`config.mk`:
```
export PLATFORM = sky130hd
export DESIGN_NAME = sync_burst_sram
export DESIGN_NICKNAME = d
export VERILOG_FILES = /design/src/rtl/sbs_pkg.sv /design/src/rtl/sbs_burst_gen.sv /design/src/rtl/sbs_lane_ram.sv /design/src/rtl/sync_burst_sram.sv
export SDC_FILE = /design/constraint.sdc
export NUM_CORES = 2
export LEC_CHECK = 0
export ABC_CLOCK_PERIOD_IN_PS = 4500
export BUFFER_PORTS_ARGS = -buffer_cell sky130_fd_sc_hd__buf_4
export CAP_MARGIN = 20
export CORE_UTILIZATION = 55
export CTS_CLUSTER_DIAMETER = 80
export CTS_CLUSTER_SIZE = 30
export DETAILED_ROUTE_END_ITERATION = 10
export MAX_ROUTING_LAYER = met4
export PLACE_DENSITY = 0.7
export SYNTH_ARGS = -nofsm -noshare
export SYNTH_HDL_FRONTEND = slang
export SYNTH_MEMORY_MAX_BITS = 65536
export SYNTH_SLANG_ARGS = --single-unit
export TNS_END_PERCENT = 5
```
`constraint.sdc`:
```
create_clock -name clk -period 4.5 [get_ports clk]
set_input_delay 0.45 -clock clk [delete_from_list [all_inputs] [get_ports clk]]
set_output_delay 0.45 -clock clk [all_outputs]
set_load 0.02 [all_outputs]
```
`src/rtl/sbs_pkg.sv`:
```
package sbs_pkg;

  // Number of address bits that a burst walks through.
  localparam int BEAT_BITS = 2;

  // Low address bits of a burst beat: linear adds the step, interleaved XORs it.
  function automatic logic [BEAT_BITS-1:0] beat_lo(
    input logic [BEAT_BITS-1:0] base,
    input logic [BEAT_BITS-1:0] step,
    input logic                 lin
  );
    logic [BEAT_BITS-1:0] sum;
    sum = base + step;
    return lin ? sum : (base ^ step);
  endfunction

endpackage

```
`src/rtl/sbs_burst_gen.sv`:
```
module sbs_burst_gen #(
  parameter int AW = 8
) (
  input  logic          clk,
  input  logic          rst,
  input  logic          en,
  input  logic          flush,
  input  logic          load,
  input  logic          order_lin,
  input  logic [AW-1:0] addr_in,
  output logic [AW-1:0] beat_addr
);
  import sbs_pkg::*;

  logic [AW-1:0]        base_q;
  logic [BEAT_BITS-1:0] step_q;
  logic [BEAT_BITS-1:0] step_nx;

  assign step_nx = step_q + 1'b1;

  // Address of this cycle's beat: the fresh address on a load, else the next step.
  always_comb begin
    if (load) begin
      beat_addr = addr_in;
    end else begin
      beat_addr = {base_q[AW-1:BEAT_BITS],
                   beat_lo(base_q[BEAT_BITS-1:0], step_nx, order_lin)};
    end
  end

  always_ff @(posedge clk) begin
    if (rst || flush) begin
      base_q <= '0;
      step_q <= '0;
    end else if (en) begin
      if (load) begin
        base_q <= addr_in;
        step_q <= '0;
      end else begin
        step_q <= step_nx;
      end
    end
  end

endmodule

```
`src/rtl/sbs_lane_ram.sv`:
```
module sbs_lane_ram #(
  parameter int AW = 8,
  parameter int W  = 9
) (
  input  logic          clk,
  input  logic          en,
  input  logic          we,
  input  logic [AW-1:0] waddr,
  input  logic [W-1:0]  wdata,
  input  logic [AW-1:0] raddr,
  output logic [W-1:0]  rdata
);
  localparam int DEPTH = 1 << AW;

  logic [W-1:0] mem [DEPTH];

  // Simple dual-port array with a registered read; a colliding read sees old data.
  always_ff @(posedge clk) begin
    if (en) begin
      if (we) begin
        mem[waddr] <= wdata;
      end
      rdata <= mem[raddr];
    end
  end

endmodule

```
`src/rtl/sync_burst_sram.sv`:
```
module sync_burst_sram #(
  parameter int AW     = 8,
  parameter int LANES  = 2,
  parameter int LANE_W = 9
) (
  input  logic                    clk,
  input  logic                    rst,
  input  logic                    clk_en_n,
  input  logic [AW-1:0]           addr,
  input  logic                    ce0_n,
  input  logic                    ce1,
  input  logic                    ce2_n,
  input  logic                    adv_ld,
  input  logic                    rd_wr,
  input  logic [LANES-1:0]        bwe_n,
  input  logic                    oe_n,
  input  logic                    order_lin,
  input  logic                    snooze,
  input  logic [LANES*LANE_W-1:0] wdata,
  output logic [LANES*LANE_W-1:0] rdata,
  output logic                    rvalid
);
  localparam int DW = LANES * LANE_W;

  typedef struct packed {
    logic             vld;
    logic             wr;
    logic [LANES-1:0] be;
    logic [AW-1:0]    addr;
  } stage_t;

  logic          step_en;
  logic          ram_en;
  logic          is_load;
  logic          chip_sel;
  logic [AW-1:0] beat_addr;

  stage_t s1_d, s1_q, s2_q;
  logic   bur_act_q, bur_wr_q;
  logic   out_vld_q;
  logic [DW-1:0] out_q;
  logic [DW-1:0] ram_q;
  logic [DW-1:0] merged;

  logic             fwd_hit_q;
  logic [LANES-1:0] fwd_be_q;
  logic [DW-1:0]    fwd_data_q;

  assign step_en  = !clk_en_n;
  assign ram_en   = !clk_en_n && !snooze && !rst;
  assign is_load  = !adv_ld;
  assign chip_sel = !ce0_n && ce1 && !ce2_n;

  sbs_burst_gen #(.AW(AW)) burst_i (
    .clk       (clk),
    .rst       (rst),
    .en        (step_en),
    .flush     (snooze),
    .load      (is_load),
    .order_lin (order_lin),
    .addr_in   (addr),
    .beat_addr (beat_addr)
  );

  // Command decode: a load takes its selection and type from the pins,
  // an advance inherits both from the burst registers.
  always_comb begin
    s1_d.vld  = is_load ? chip_sel : bur_act_q;
    s1_d.wr   = is_load ? !rd_wr   : bur_wr_q;
    s1_d.be   = ~bwe_n;
    s1_d.addr = beat_addr;
  end

  always_ff @(posedge clk) begin
    if (rst || snooze) begin
      s1_q      <= '0;
      s2_q      <= '0;
      bur_act_q <= 1'b0;
      bur_wr_q  <= 1'b0;
      out_vld_q <= 1'b0;
      fwd_hit_q <= 1'b0;
    end else if (step_en) begin
      s1_q <= s1_d;
      s2_q <= s1_q;
      if (is_load) begin
        bur_act_q <= chip_sel;
        bur_wr_q  <= !rd_wr;
      end
      out_vld_q <= s2_q.vld && !s2_q.wr;
      // Read entering the array while a write to the same word leaves it.
      fwd_hit_q <= s1_q.vld && !s1_q.wr && s2_q.vld && s2_q.wr &&
                   (s1_q.addr == s2_q.addr);
    end
  end

  // Data-path registers without reset, for block RAM friendly packing.
  always_ff @(posedge clk) begin
    if (ram_en) begin
      fwd_be_q   <= s2_q.be;
      fwd_data_q <= wdata;
      out_q      <= merged;
    end
  end

  for (genvar l = 0; l < LANES; l++) begin : g_lane
    logic lane_we;
    assign lane_we = s2_q.vld && s2_q.wr && s2_q.be[l];

    sbs_lane_ram #(.AW(AW), .W(LANE_W)) ram_i (
      .clk   (clk),
      .en    (ram_en),
      .we    (lane_we),
      .waddr (s2_q.addr),
      .wdata (wdata[l*LANE_W +: LANE_W]),
      .raddr (s1_q.addr),
      .rdata (ram_q[l*LANE_W +: LANE_W])
    );

    assign merged[l*LANE_W +: LANE_W] = (fwd_hit_q && fwd_be_q[l]) ?
                                        fwd_data_q[l*LANE_W +: LANE_W] :
                                        ram_q[l*LANE_W +: LANE_W];
  end

  assign rvalid = out_vld_q && !oe_n && !snooze;
  assign rdata  = rvalid ? out_q : '0;

endmodule

```
==> run_results.csv <==
group,metric,value,unit
outcome,status,"completed",
yosys,ys_types,62,
sta,setup_viol,0,
clock_network,cts_tree,"yes",
placed_design,io_buffers,57,
placed_design,place_inst,13500,
placed_design,dpl.hpwl,296,mm
sta,rsz0062_at_grt,"false",
sta,min_period_over_period,93.8,%
clock_network,clock_latency,0.94,ns
critical_path,crit_slowest_cell,"nor3_1",
global_routing,grt_pass1_vias,90100,
critical_path,crit_fanout,25,
sta,hold_viol_final,0,
routing,finalWirelength,470,mm
global_routing,grt_remaining_overflow,0,
global_routing,grt_use_met2,44.4,%
critical_path,worstPathCellList,"buf_4 -> nor2_1 -> nand2_1 -> nor2_1 -> a22oi_1 -> o211ai_1 -> nor3_1 -> buf_4 -> nor4_1",
routing,vias_per_cell,6.68,
yosys,syn_inst,8878,
die,core_area,331000,µm²
yosys,syn-num-nets,8918,
routing,ant_nets,0,
sta,worst_pin_slew,1.27,ns
global_routing,grt_use_total,28.9,%
global_routing,top_usage_layer,"met2",
yosys,yosysWarnings,0,
global_routing,antenna_found_initial,25,
critical_path,slowest_delay,0.83,ns
die,fp.dieH,579,µm
placed_design,gp_congestion,0.924,
sta,max_freq,237,MHz
sta,relSlewSlack,15.4,%
finish,regArea,141000,µm²
yosys,ys_seq_elements,4700,
clock_network,numCtsBuffers,190,
critical_path,critical_path_required,5.19,ns
critical_path,worst-path-buf-inv,2,
clock_network,clock-sinks,4700,
routing,drtIter0Drc,14000,
power_and_ir_drop,power,0.0727,W
yosys,synth_edf_count,4664,
yosys,ys.flop_type,"edfxtp_1",
run,max_cap_violations,0,
power_and_ir_drop,vdd_drop_max,0.283,mV
critical_path,end_kind,"register",
routing,vias,92100,
global_routing,grt_max_degree,159,
clock_network,cts_setup_buffers,0,
sta,slew_violations,0,
finish,areaGrowthSynthToFinish,8.20,%
finish,fillers,22900,
finish,nNetsFinal,9361,
yosys,yosysSeqAreaShare,76.9,%
finish,final_cells,13800,
power_and_ir_drop,power.leakage,59.7,nW
routing,drtPass1Iterations,6,
clock_network,cts-htree-levels,4,
yosys,syn_area,183000,µm²
clock_network,root_buffer,"clkbuf_16",
die,ios,58,
finish,multiInputGateArea,39100,µm²
min_path,hold_class,"input port to register",
global_routing,grt_use_met1,40.1,%
clock_network,cts.path.max_buffers,4,
routing,wl_per_cell,34.1,µm
yosys,syn_avg_cell_area,20.6,µm²
sta,skew,0.0575,ns
global_routing,grt_pass1_wl,668,mm
critical_path,crit_arrival,4.91,ns
critical_path,rrSetupSlack,0.28,ns
critical_path,start_kind,"register",
die,num_rows,211,
die,start_util,55.3,%
routing,route.detailed.drc,0,
yosys,async_reset_ff_share,0,%
critical_path,cp_top_family,"simple AND/OR/NAND/NOR gates",
finish,final_layout_size_suffix_gt1_share,21.8,%
global_routing,met3_usage,5.17,%
die,die_area,335000,µm²
power_and_ir_drop,power_density,367,nW/µm²
die,fp.dieW,579,µm
sta,finalCriticalPeriod,4.22,ns
clock_network,clk_pin_slew_worst_paths,0.11,ns
critical_path,worstSetupPathType,"register to register",
## per-layer routing
metal / wire length, µm / vias up
li1: - / 37500
met1: 180000 / 48600
met2: 225000 / 5318
met3: 49100 / 710
met4: 16900 / 0
met5: 0 / -
## flip-flops by register name, indices dropped and copies added (netlist names)
register	cells
out_q	18
fwd_hit_q	1
bur_act_q	1
g_lane.ram_i.mem	4608
s2_q	12
burst_i.step_q	2
burst_i.base_q	8
s1_q	10
bur_wr_q	1
fwd_be_q	2
out_vld_q	1
fwd_data_q	18
g_lane.ram_i.rdata	18
## Yosys cell counts, drive strengths merged, types with 48 or more instances
cell    count  share of area (%)
edfxtp   4664                 77
mux4      952                 12
nor2      647                1.3
mux2i     579                3.2
buf       331                1.4
o22ai     243               0.84
clkbuf    227               0.47
nand2     199               0.41
nor3      174               0.48
a21oi     158               0.43
o221ai     86               0.41
o21ai      60               0.16
mux2       49               0.30
a22oi      48               0.20
## logic make-up after synthesis
family / count (synthesis) / share of synthesized area [%]
flip-flops: 4700 / 76.9
AND/OR/NAND/NOR: 1256 / 3.07
buffers and inverters: 563 / 1.84
multiplexers: 1580 / 15.3
adder cells (fa/ha/maj): 1 / 0.00683
XOR/XNOR: 11 / 0.0526
AO/OA/AOI/OAI: 767 / 2.83
## final timing paths
path                                                   end  depth (start not counted)         startpoint
worst max-delay path              g_lane[0].ram_i.rdata[1]                          9            s1_q[5]
worst min-delay path            g_lane[0].ram_i.mem[89][3]                          1           wdata[3]
worst max register to register    g_lane[0].ram_i.rdata[1]                          9            s1_q[5]
worst min register to register           burst_i.base_q[5]                          2  burst_i.base_q[5]
## per-stage QoR
step	area [µm²]	util, %	hold slack (ns)	setup TNS (ns)	setup WS, ns
6_report	198000	59.9	0.0118	0	0.277
5_1_grt	198000	59.9	0.00613	0	0.131
4_1_cts	198000	59.9	0.00499	0	0.378
3_5_place_dp	192000	58.1	0.458	0	0.408
3_3_place_gp	192000	58.1	0.444	-0.492	-0.280
2_1_floorplan	183000	-	0.430	0	0.516
## where the power goes
part	leakage [nW]	total, W	internal [W]	switching (W)
combinational	14.8	0.00316	0.00106	0.00209
clock	2.73	0.0214	0.00839	0.0130
sequential	42.2	0.0481	0.0481	0.0000512
total	59.7	0.0727	0.0575	0.0151
## cell type report
type,count,area share (%)
timing repair buffer,810,3.53
clock buffer,214,2.49
antenna,19,0.0240
inverter,4,0.0177
clock inverter,60,0.325
multi-input combinational,3615,19.8
sequential,4700,71.1
tap,4366,2.76
## layout by cell type (no fill, tap or decap), types with 28 or more instances in the layout
master,synthesis,routed
mux4_1,53,53
nand4_1,29,29
a211oi_1,30,30
a22o_1,36,36
and2_1,35,34
a22oi_1,48,48
o221ai_1,86,86
nor2_1,647,639
nand2_1,199,189
mux2_2,49,49
nor4_1,34,34
o22ai_1,240,240
buf_12,15,60
a21oi_1,158,158
a221oi_1,47,47
clkbuf_16,0,194
mux2i_1,579,579
o21ai_0,60,60
buf_4,46,712
or3_1,28,28
nor3_1,174,172
dfxtp_1,36,30
mux4_2,899,899
nand3_1,42,36
edfxtp_1,4664,4664
## what timing repair did
item | 4_1_cts | 5_1_grt
endpoints found under the hold margin | 144 | 1
hold buffers | 17 | 1
gates resized for setup | 0 | 0
(Power assumes the default switching activity.)
